[src/rtl/issue_pkg.sv]
// Shared defaults for the issue stage: field widths and the
// encoding of where the head instruction currently comes from.
package issue_pkg;
    localparam int DEF_OPC_W  = 4;
    localparam int DEF_ADDR_W = 5;
    localparam int NUM_OPS    = 3;   // destination, source A, source B

    typedef enum logic [1:0] {
        HEAD_NONE  = 2'd0,
        HEAD_FETCH = 2'd1,
        HEAD_PARK  = 2'd2
    } head_src_e;
endpackage

[src/rtl/issue_busy_table.sv]
// Per-address busy bits over the result register space.
// Assumes at most one clear and one set per cycle. The clear is
// visible combinationally in busy_eff (the view used for the
// hazard check); at the clock edge the set is applied after the
// clear, so it wins on the same address.
module issue_busy_table #(
    parameter int ADDR_W = 5,
    localparam int DEPTH = 1 << ADDR_W
) (
    input  logic              clk,
    input  logic              rst_n,
    input  logic              clr_en,
    input  logic [ADDR_W-1:0] clr_addr,
    input  logic              set_en,
    input  logic [ADDR_W-1:0] set_addr,
    output logic [DEPTH-1:0]  busy_eff
);
    logic [DEPTH-1:0] busy_q;
    logic [DEPTH-1:0] clr_vec;
    logic [DEPTH-1:0] set_vec;

    // Decode the clear and set addresses into one-hot masks.
    always_comb begin
        clr_vec = '0;
        set_vec = '0;
        if (clr_en) clr_vec[clr_addr] = 1'b1;
        if (set_en) set_vec[set_addr] = 1'b1;
    end

    assign busy_eff = busy_q & ~clr_vec;

    // Register the table: the clear first, then the set on top.
    always_ff @(posedge clk) begin
        if (!rst_n) busy_q <= '0;
        else        busy_q <= busy_eff | set_vec;
    end

    assert_reset_clear_R1: assert property (@(posedge clk)
        !rst_n |=> (busy_q == '0));

    assert_set_marks_R5: assert property (@(posedge clk) disable iff (!rst_n)
        set_en |=> busy_q[$past(set_addr)]);

    assert_clear_frees_R4: assert property (@(posedge clk) disable iff (!rst_n)
        (clr_en && !(set_en && set_addr == clr_addr)) |=> !busy_q[$past(clr_addr)]);

    assert_set_wins_R6: assert property (@(posedge clk) disable iff (!rst_n)
        (clr_en && set_en && set_addr == clr_addr) |=> busy_q[$past(clr_addr)]);
endmodule

[src/rtl/issue_hazard_check.sv]
// Combinational hazard test: an instruction is free only when
// none of its operand addresses is marked busy in the given map.
// Assumes the map already reflects completions of this cycle.
module issue_hazard_check #(
    parameter int ADDR_W  = 5,
    parameter int NUM_OPS = 3,
    localparam int DEPTH  = 1 << ADDR_W
) (
    input  logic [DEPTH-1:0]          busy,
    input  logic [NUM_OPS*ADDR_W-1:0] addrs,
    output logic                      free
);
    logic [NUM_OPS-1:0] hit;

    // One lookup per operand address.
    for (genvar g = 0; g < NUM_OPS; g++) begin : g_op
        assign hit[g] = busy[addrs[g*ADDR_W +: ADDR_W]];
    end

    assign free = ~|hit;
endmodule

[src/rtl/issue_park_slot.sv]
// Single-entry holding register for an instruction that could not
// issue. Assumes the owner never loads while the slot is full.
module issue_park_slot #(
    parameter int W = 19
) (
    input  logic         clk,
    input  logic         rst_n,
    input  logic         load,
    input  logic [W-1:0] load_data,
    input  logic         drop,
    output logic         valid_q,
    output logic [W-1:0] data_q
);
    // Track occupancy of the slot.
    always_ff @(posedge clk) begin
        if (!rst_n)    valid_q <= 1'b0;
        else if (load) valid_q <= 1'b1;
        else if (drop) valid_q <= 1'b0;
    end

    // Capture the instruction word when parking.
    always_ff @(posedge clk) begin
        if (!rst_n)    data_q <= '0;
        else if (load) data_q <= load_data;
    end

    assert_single_entry_R7: assert property (@(posedge clk) disable iff (!rst_n)
        load |-> !valid_q);

    assert_park_holds_R3: assert property (@(posedge clk) disable iff (!rst_n)
        (valid_q && !drop) |=> (valid_q && $stable(data_q)));
endmodule

[src/rtl/issue_stage.sv]
// In-order issue stage with a busy-bit table and one parking slot.
// The head instruction is the parked one if any, otherwise the one
// offered by fetch. It issues when it is hazard-free after this
// cycle's completion is absorbed; a hazardous fetch is parked.
// Assumes fetch and the execution unit obey valid/ready.
module issue_stage
    import issue_pkg::*;
#(
    parameter int OPC_W  = DEF_OPC_W,
    parameter int ADDR_W = DEF_ADDR_W,
    localparam int WORD_W = OPC_W + NUM_OPS * ADDR_W,
    localparam int DEPTH  = 1 << ADDR_W
) (
    input  logic              clk,
    input  logic              rst_n,
    input  logic              fetch_valid,
    output logic              fetch_ready,
    input  logic [OPC_W-1:0]  fetch_opc,
    input  logic [ADDR_W-1:0] fetch_dst,
    input  logic [ADDR_W-1:0] fetch_srca,
    input  logic [ADDR_W-1:0] fetch_srcb,
    output logic              iss_valid,
    input  logic              iss_ready,
    output logic [OPC_W-1:0]  iss_opc,
    output logic [ADDR_W-1:0] iss_dst,
    output logic [ADDR_W-1:0] iss_srca,
    output logic [ADDR_W-1:0] iss_srcb,
    input  logic              cmp_valid,
    output logic              cmp_ready,
    input  logic [ADDR_W-1:0] cmp_addr
);
    logic [WORD_W-1:0] fetch_word;
    logic [WORD_W-1:0] park_word;
    logic [WORD_W-1:0] head_word;
    logic              park_valid;
    logic              head_free;
    logic              iss_fire;
    logic              fetch_fire;
    logic [DEPTH-1:0]  busy_eff;
    head_src_e         head_src;

    assign fetch_word = {fetch_opc, fetch_dst, fetch_srca, fetch_srcb};
    assign cmp_ready  = 1'b1;

    // Select the head instruction: parked first, else fetch.
    always_comb begin
        if (park_valid)       head_src = HEAD_PARK;
        else if (fetch_valid) head_src = HEAD_FETCH;
        else                  head_src = HEAD_NONE;
        head_word = (head_src == HEAD_PARK) ? park_word : fetch_word;
    end

    assign {iss_opc, iss_dst, iss_srca, iss_srcb} = head_word;
    assign iss_valid   = (head_src != HEAD_NONE) && head_free;
    assign iss_fire    = iss_valid && iss_ready;
    assign fetch_ready = !park_valid && iss_ready;
    assign fetch_fire  = fetch_valid && fetch_ready;

    issue_busy_table #(.ADDR_W(ADDR_W)) u_busy (
        .clk      (clk),
        .rst_n    (rst_n),
        .clr_en   (cmp_valid),
        .clr_addr (cmp_addr),
        .set_en   (iss_fire),
        .set_addr (iss_dst),
        .busy_eff (busy_eff)
    );

    issue_hazard_check #(.ADDR_W(ADDR_W), .NUM_OPS(NUM_OPS)) u_hazard (
        .busy  (busy_eff),
        .addrs (head_word[NUM_OPS*ADDR_W-1:0]),
        .free  (head_free)
    );

    issue_park_slot #(.W(WORD_W)) u_park (
        .clk       (clk),
        .rst_n     (rst_n),
        .load      (fetch_fire && !head_free),
        .load_data (fetch_word),
        .drop      (park_valid && iss_fire),
        .valid_q   (park_valid),
        .data_q    (park_word)
    );

    assert_blocked_holds_R8: assert property (@(posedge clk) disable iff (!rst_n)
        (iss_valid && !iss_ready) |=> (iss_valid && $stable(head_word)));

    assert_parked_blocks_fetch_R3: assert property (@(posedge clk) disable iff (!rst_n)
        (fetch_fire && !iss_fire) |=> !fetch_ready);

    assert_cmp_always_ready_R9: assert property (@(posedge clk) disable iff (!rst_n)
        cmp_ready);
endmodule

[config.mk]
export PLATFORM = sky130hd
export DESIGN_NAME = issue_stage
export DESIGN_NICKNAME = d
export VERILOG_FILES = /design/src/rtl/issue_pkg.sv /design/src/rtl/issue_busy_table.sv /design/src/rtl/issue_hazard_check.sv /design/src/rtl/issue_park_slot.sv /design/src/rtl/issue_stage.sv
export SDC_FILE = /design/constraint.sdc
export NUM_CORES = 1
export LEC_CHECK = 0
export CORE_MARGIN = 4
export CORE_UTILIZATION = 45
export DETAILED_ROUTE_END_ITERATION = 10
export PLACE_DENSITY = 0.68
export SLEW_MARGIN = 20
export SYNTH_ARGS = -nofsm -noshare
export SYNTH_HDL_FRONTEND = slang
export SYNTH_SLANG_ARGS = --single-unit
[constraint.sdc]
create_clock -name clk -period 6.7 [get_ports clk]
set_clock_uncertainty 0.1 [all_clocks]
set_input_delay 2.01 -clock clk [delete_from_list [all_inputs] [get_ports clk]]
set_output_delay 2.01 -clock clk [all_outputs]
set_load 0.01 [all_outputs]
==> impl_metrics.tcl, run 1 <==
set metrics [dict create \
    tightest_slew_ns 1.09 \
    synth.net_count 500 \
    maxCapViolCount 0 \
    power.density_mw_per_mm2 169 \
    async_reset_ff_share_pct 0 \
    totalWireLength_mm 15.0 \
    die_area_mm2 0.00983 \
    hold_class "reg2reg" \
    r2r-start "u_park.valid_q$_SDFFE_PN0P_" \
    dr.pass1.iters 5 \
    power_mw 0.904 \
    met2_usage_pct 47.7 \
    clkSlewWorstSetupHoldPaths_ns 0.10 \
    ys_ff_latch 52 \
    cp_max_fo 7 \
    grt_use_met3_pct 5.61 \
    grt_max_degree 43 \
    grtUsageMet1_pct 39.5 \
    period_needed_ns 6.61 \
    grt_pass1_vias 4280 \
    clockBufferDepth 2 \
    clock_sinks 52 \
    post-route-period-util_pct 98.7 \
    busiest_layer "met2" \
    final_cells 714 \
    drt-initial-drc-count 388 \
    finalSetupViolCount 0 \
    endpoint_kind "primary output" \
    netlist_top_cells_area "dfxtp_1 (28%), mux2i_1 (6.4%), nand2_1 (6.3%), o32ai_1 (5.2%), o21ai_0 (5.0%)" \
    coreArea_mm2 0.00789 \
    diodes 0 \
    max_slew_margin_pct 27.0 \
    syn_to_final_growth_pct 42.9 \
    num_rows 32 \
    cts-root-buf "clkbuf_8" \
    worstPathArrival_ns 4.50 \
    placed_cells 705 \
    dieWidth_um 99.1 \
    grt_pass1_wl_mm 23.1 \
    whs_endpoint "u_park.data_q[16]$_SDFFE_PN0P_" \
    tritoncts "done" \
    fmax_ghz 0.151 \
    yosysTopAreaCell "dfxtp_1" \
    start_util_pct 47.4 \
    yosys-top-cells-count "nand2_1 (63), dfxtp_1 (52), o21ai_0 (37)" \
    antenna_left 0 \
    ys.flop_type "dfxtp_1" \
    wl_per_cell_um 20.9 \
    hpwlAfterDp_mm 11.4 \
    yosysUniqueCellTypes 62 \
    synth.most_common_cell "nand2_1" \
    whs_path_depth 2 \
    synth_edf_count 0 \
    yosysWarnings 0 \
    cts.htree.levels 2 \
    clock_insertion_delay_worst_skew_ns 0.31 \
    leakage_nw 1.96 \
    synth.avg_cell_area_um2 7.93 \
    grtUsageTotal_pct 29.4 \
    fp.dieH_um 99.1 \
    r2r-end "u_park.data_q[4]$_SDFFE_PN0P_" \
    cp.required_ns 4.59 \
    remaining_drc_errors 0 \
    drive_above_1_share_pct 28.6 \
    worstHoldStart "u_park.data_q[16]$_SDFFE_PN0P_" \
    reg2reg_depth 13 \
    antenna_found_initial 0 \
    hold_viol 0 \
    outcome "finished, final reports clean" \
    peakVddDrop_uv 121 \
    crit_type "in2out" \
    maxSlewViolCount 0 \
    vias 4634 \
    overflow 0 \
    io_pins 51 \
    netlist_area_mm2 0.00374 \
    ys_seq_area_share_pct 27.9 \
    synth_top_area_share_pct 27.9 \
    fin_nets 640 \
    critPathLaunch "cmp_addr[3]" \
    start_kind "input port" \
    port_buffers 49 \
    routabilityCongestion 1.02 \
    r2r_setup_slack_ns 2.56 \
    viasPerCell 6.49 \
    fillers 678 \
    synth_cells 471 \
    cts_buffers 5 \
]
## sequential cells by signal, summed over array words and instances, names as in the netlist
name            cells
u_busy.busy_q      32
u_park.valid_q      1
u_park.data_q      19
## layout by cell type, fill, tap and decap left out, types with 8 or more instances in the layout
cell type / n
a21oi_1: 9
buf_4: 124
clkdlybuf4s50_1: 41
dfxtp_1: 51
mux2_2: 10
mux2i_1: 24
nand2_1: 62
nand3_1: 13
nor2_1: 15
nor3_1: 8
o211ai_1: 23
o21ai_0: 34
o22ai_1: 24
o32ai_1: 22
or3_1: 9
## through the flow
stage               TNS [ns]  instance area [µm²]  util [%]  worst slack (ns)  hold slack, ns
global placement      -0.708                 5120      64.9            -0.708           0.340
CTS                        0                 5270      66.8           0.00427           0.364
detailed placement    -0.771                 5120      64.9            -0.771           0.349
floorplan                  0                 3740         -             0.442           0.331
global route         -0.0160                 5340      67.7           -0.0160           0.388
finish                     0                 5340      67.7            0.0859           0.360
## layout make-up
class                           instances  area, µm²  area share (%)
Inverter                                8       30.0           0.562
Tap cell                              102        128            2.39
Timing Repair Buffer                  174       1440            27.0
Multi-Input combinational cell        370       2600            48.7
Clock inverter                          2       15.0           0.281
Clock buffer                            6       82.6            1.55
Sequential cell                        52       1040            19.5
## per-layer routing
layer | wire, µm | share of wire (%) | vias to the layer above
met2 | 7010 | 47 | 248
met3 | 1320 | 8.8 | 37
met1 | 6240 | 42 | 2221
met4 | 386 | 2.6 | 0
met5 | 0 | 0 | -
li1 | - | - | 2128
## timing repair
item / in CTS / in global routing
pin swaps: 8 / 10
hold buffers: 0 / 0
endpoints found under the setup margin: 1 / 1
buffers inserted: 1 / 0
gates resized for setup: 20 / 19
## cells by family after synthesis
kind of cell / after synthesis / synth area share (%)
AOI/OAI and AO/OA: 175 / 34.3
xor gates and xnor gates: 2 / 0.469
buffers and inverters: 49 / 5.79
DFF: 52 / 27.9
muxes: 35 / 9.81
other: 1 / 0.100
and+or+nand+nor: 157 / 21.7
## critical path, cell delays in order
cell and delay, ns:
dlygate4sd2_1 0.24, buf_4 0.15, nand4b_1 0.18, buf_4 0.18, o221ai_1 0.23, a41oi_2 0.19, a2111oi_4 0.41, o311ai_2 0.18
a2111oi_4 0.40, o211a_1 0.20, buf_2 0.12
## report_power, final
| group | internal [mW] | total [mW] | switching, mW |
|---|---|---|---|
| combinational | 0.174 | 0.366 | 0.192 |
| clock | 0.0840 | 0.197 | 0.113 |
| sequential | 0.321 | 0.341 | 0.0200 |
## how the worst max path moves through the flow
stage | end | slack (ns) | depth (start not counted)
4_1_cts | iss_valid | 0.004 | 9
3_5_place_dp | iss_valid | -0.77 | 9
2_1_floorplan | iss_valid | 0.44 | 9
5_1_grt | iss_valid | -0.02 | 9
3_3_place_gp | iss_valid | -0.71 | 9
6_report | iss_valid | 0.09 | 11
(Power assumes the default switching activity.)
==> run 2: changes to the inputs <==
--- a/config.mk
+++ b/config.mk
@@ -5,10 +5,11 @@
 export SDC_FILE = /design/constraint.sdc
 export NUM_CORES = 1
 export LEC_CHECK = 0
+export CORE_ASPECT_RATIO = 1.1
 export CORE_MARGIN = 4
 export CORE_UTILIZATION = 45
 export DETAILED_ROUTE_END_ITERATION = 10
-export PLACE_DENSITY = 0.68
+export PLACE_DENSITY = 0.76
 export SLEW_MARGIN = 20
 export SYNTH_ARGS = -nofsm -noshare
 export SYNTH_HDL_FRONTEND = slang
==> impl_metrics.tcl, run 2 (synthesis gave the netlist of run 1 again) <==
set metrics [dict create \
    wl_per_cell_um 20.5 \
    grtUsageTotal_pct 29.9 \
    fmax_ghz 0.152 \
    maxCapViolCount 0 \
    met2_length_mm 6.49 \
    period_needed_ns 6.58 \
    viasPerCell 6.42 \
    hold_class "reg2reg" \
    cts.htree.levels 2 \
    peakVddDrop_uv 105 \
    reg_top3 "u_busy.busy_q (32), u_park.data_q (19), u_park.valid_q (1)" \
    met1_length_mm 5.90 \
    hpwlAfterDp_mm 11.1 \
    start_kind "input port" \
    critPathLaunch "fetch_dst[1]" \
    dieWidth_um 94.9 \
    tightest_slew_ns 0.839 \
    highest_layer "met4" \
    num_rows 34 \
    post-route-period-util_pct 98.2 \
    post-place-ws_ns -0.671 \
    crit_type "in2out" \
    port_buffers 49 \
    whs_ns 0.363 \
    diodes 0 \
    largest_reg_flops 32 \
    endpoint "iss_valid" \
    power.density_mw_per_mm2 175 \
    grt_max_degree 51 \
    vias 4499 \
    drt-initial-drc-count 520 \
    path_cells "clkdlybuf4s50_1, nor3b_1, nor2_1, o22ai_1, o211ai_1, o2111ai_1, a2111oi_4, o211a_1, buf_2" \
    reg2reg_depth 12 \
    clock_insertion_delay_worst_skew_ns 0.31 \
    coreArea_mm2 0.00800 \
    endpoint_kind "primary output" \
    dr.pass1.iters 5 \
    fp.dieH_um 104 \
    cpPeakStageDelay_ns 0.51 \
    grt_pass1_wl_mm 23.2 \
    routabilityCongestion 1.05 \
    fin_ws_ns 0.117 \
    start_util_pct 46.7 \
    fin_nets 623 \
    r2r_setup_slack_ns 2.72 \
    antenna_found_initial 0 \
    die_area_mm2 0.00983 \
    slowest_stage "clkdlybuf4s50_1" \
    remaining_drc_errors 0 \
    cts-root-buf "clkbuf_8" \
    final_cell_mix "buf_4 (108), nand2_1 (62), dfxtp_1 (51), clkdlybuf4s50_1 (42), o21ai_0 (32)" \
    r2r-end "u_park.data_q[14]$_SDFFE_PN0P_" \
    totalWireLength_mm 14.4 \
    io_pins 51 \
    hold_viol 0 \
    clkSlewWorstSetupHoldPaths_ns 0.09 \
    worstPathArrival_ns 4.47 \
    r2r-start "u_park.valid_q$_SDFFE_PN0P_" \
    regMostFlops "u_busy.busy_q" \
    final_common_cell "buf_4" \
    antenna_left 0 \
    cp.required_ns 4.59 \
    grt_pass1_vias 4402 \
    cp_max_fo 5 \
    wl_met3_mm 1.35 \
    cts_buffers 5 \
    finalSetupViolCount 0 \
    max_slew_margin_pct 44.1 \
    hold_buffers 0 \
    overflow 0 \
    clock_sinks 52 \
    maxSlewViolCount 0 \
    leakage_nw 1.86 \
    tritoncts "done" \
    drive_above_1_share_pct 25.0 \
    worstHoldStart "u_park.data_q[18]$_SDFFE_PN0P_" \
    outcome "finished, final reports clean" \
    syn_to_final_growth_pct 38.0 \
    clockBufferDepth 2 \
]
## run 2: layer usage
| metal | vias to the layer above | track usage (%) |
|---|---|---|
| li1 | 2087 | - |
| met1 | 2089 | 40.9 |
| met2 | 259 | 45.9 |
| met3 | 64 | 5.87 |
| met4 | 0 | 11.3 |
| met5 | - | 0 |
## run 2: metrics by stage
stage	instances	total power, mW	util (%)	instance area, µm²	setup TNS (ns)
after floorplan	471	0.520	-	3740	0
after global placement	693	0.681	62.2	4980	-0.597
after detailed placement	693	0.684	62.2	4980	-0.671
after CTS	699	0.898	64.0	5120	0
after global routing	701	0.939	64.5	5160	-0.00521
final	701	0.901	64.5	5160	0
## run 2: layout make-up
cell class              count  area [µm²]
clock buffers               5        68.8
clock inverters             1        30.0
fillers                   728        2840
inverters                   8        30.0
multi-input cells         370        2550
flip-flops and latches     52        1040
well taps                 108         135
repair buffers            157        1300
## run 2: report_power, final
group	internal (mW)	switching (mW)	leakage, nW
registers	0.321	0.0224	0.421
clock network	0.108	0.107	0.0501
logic	0.160	0.183	1.39
## run 2: critical path: cells and delay by family
kind | cells | cell delay [ns]
AOI/OAI and AO/OA | 5 | 1.24
buffers and inverters | 2 | 0.63
and+or+nand+nor | 2 | 0.60
## run 2: worst min-delay path by stage
stage                                     end  depth (start not counted)
4_1_cts        u_park.data_q[18]$_SDFFE_PN0P_                          2
3_3_place_gp   u_park.data_q[18]$_SDFFE_PN0P_                          2
3_5_place_dp   u_park.data_q[16]$_SDFFE_PN0P_                          2
6_report       u_park.data_q[18]$_SDFFE_PN0P_                          2
2_1_floorplan  u_park.data_q[15]$_SDFFE_PN0P_                          2
5_1_grt        u_park.data_q[15]$_SDFFE_PN0P_                          2
## run 2: repair_timing
item / in CTS / in global routing
setup endpoints to repair: 1 / 1
gates cloned: 0 / 0
resized for setup: 16 / 13
buffers inserted: 0 / 2
pin swaps: 8 / 4
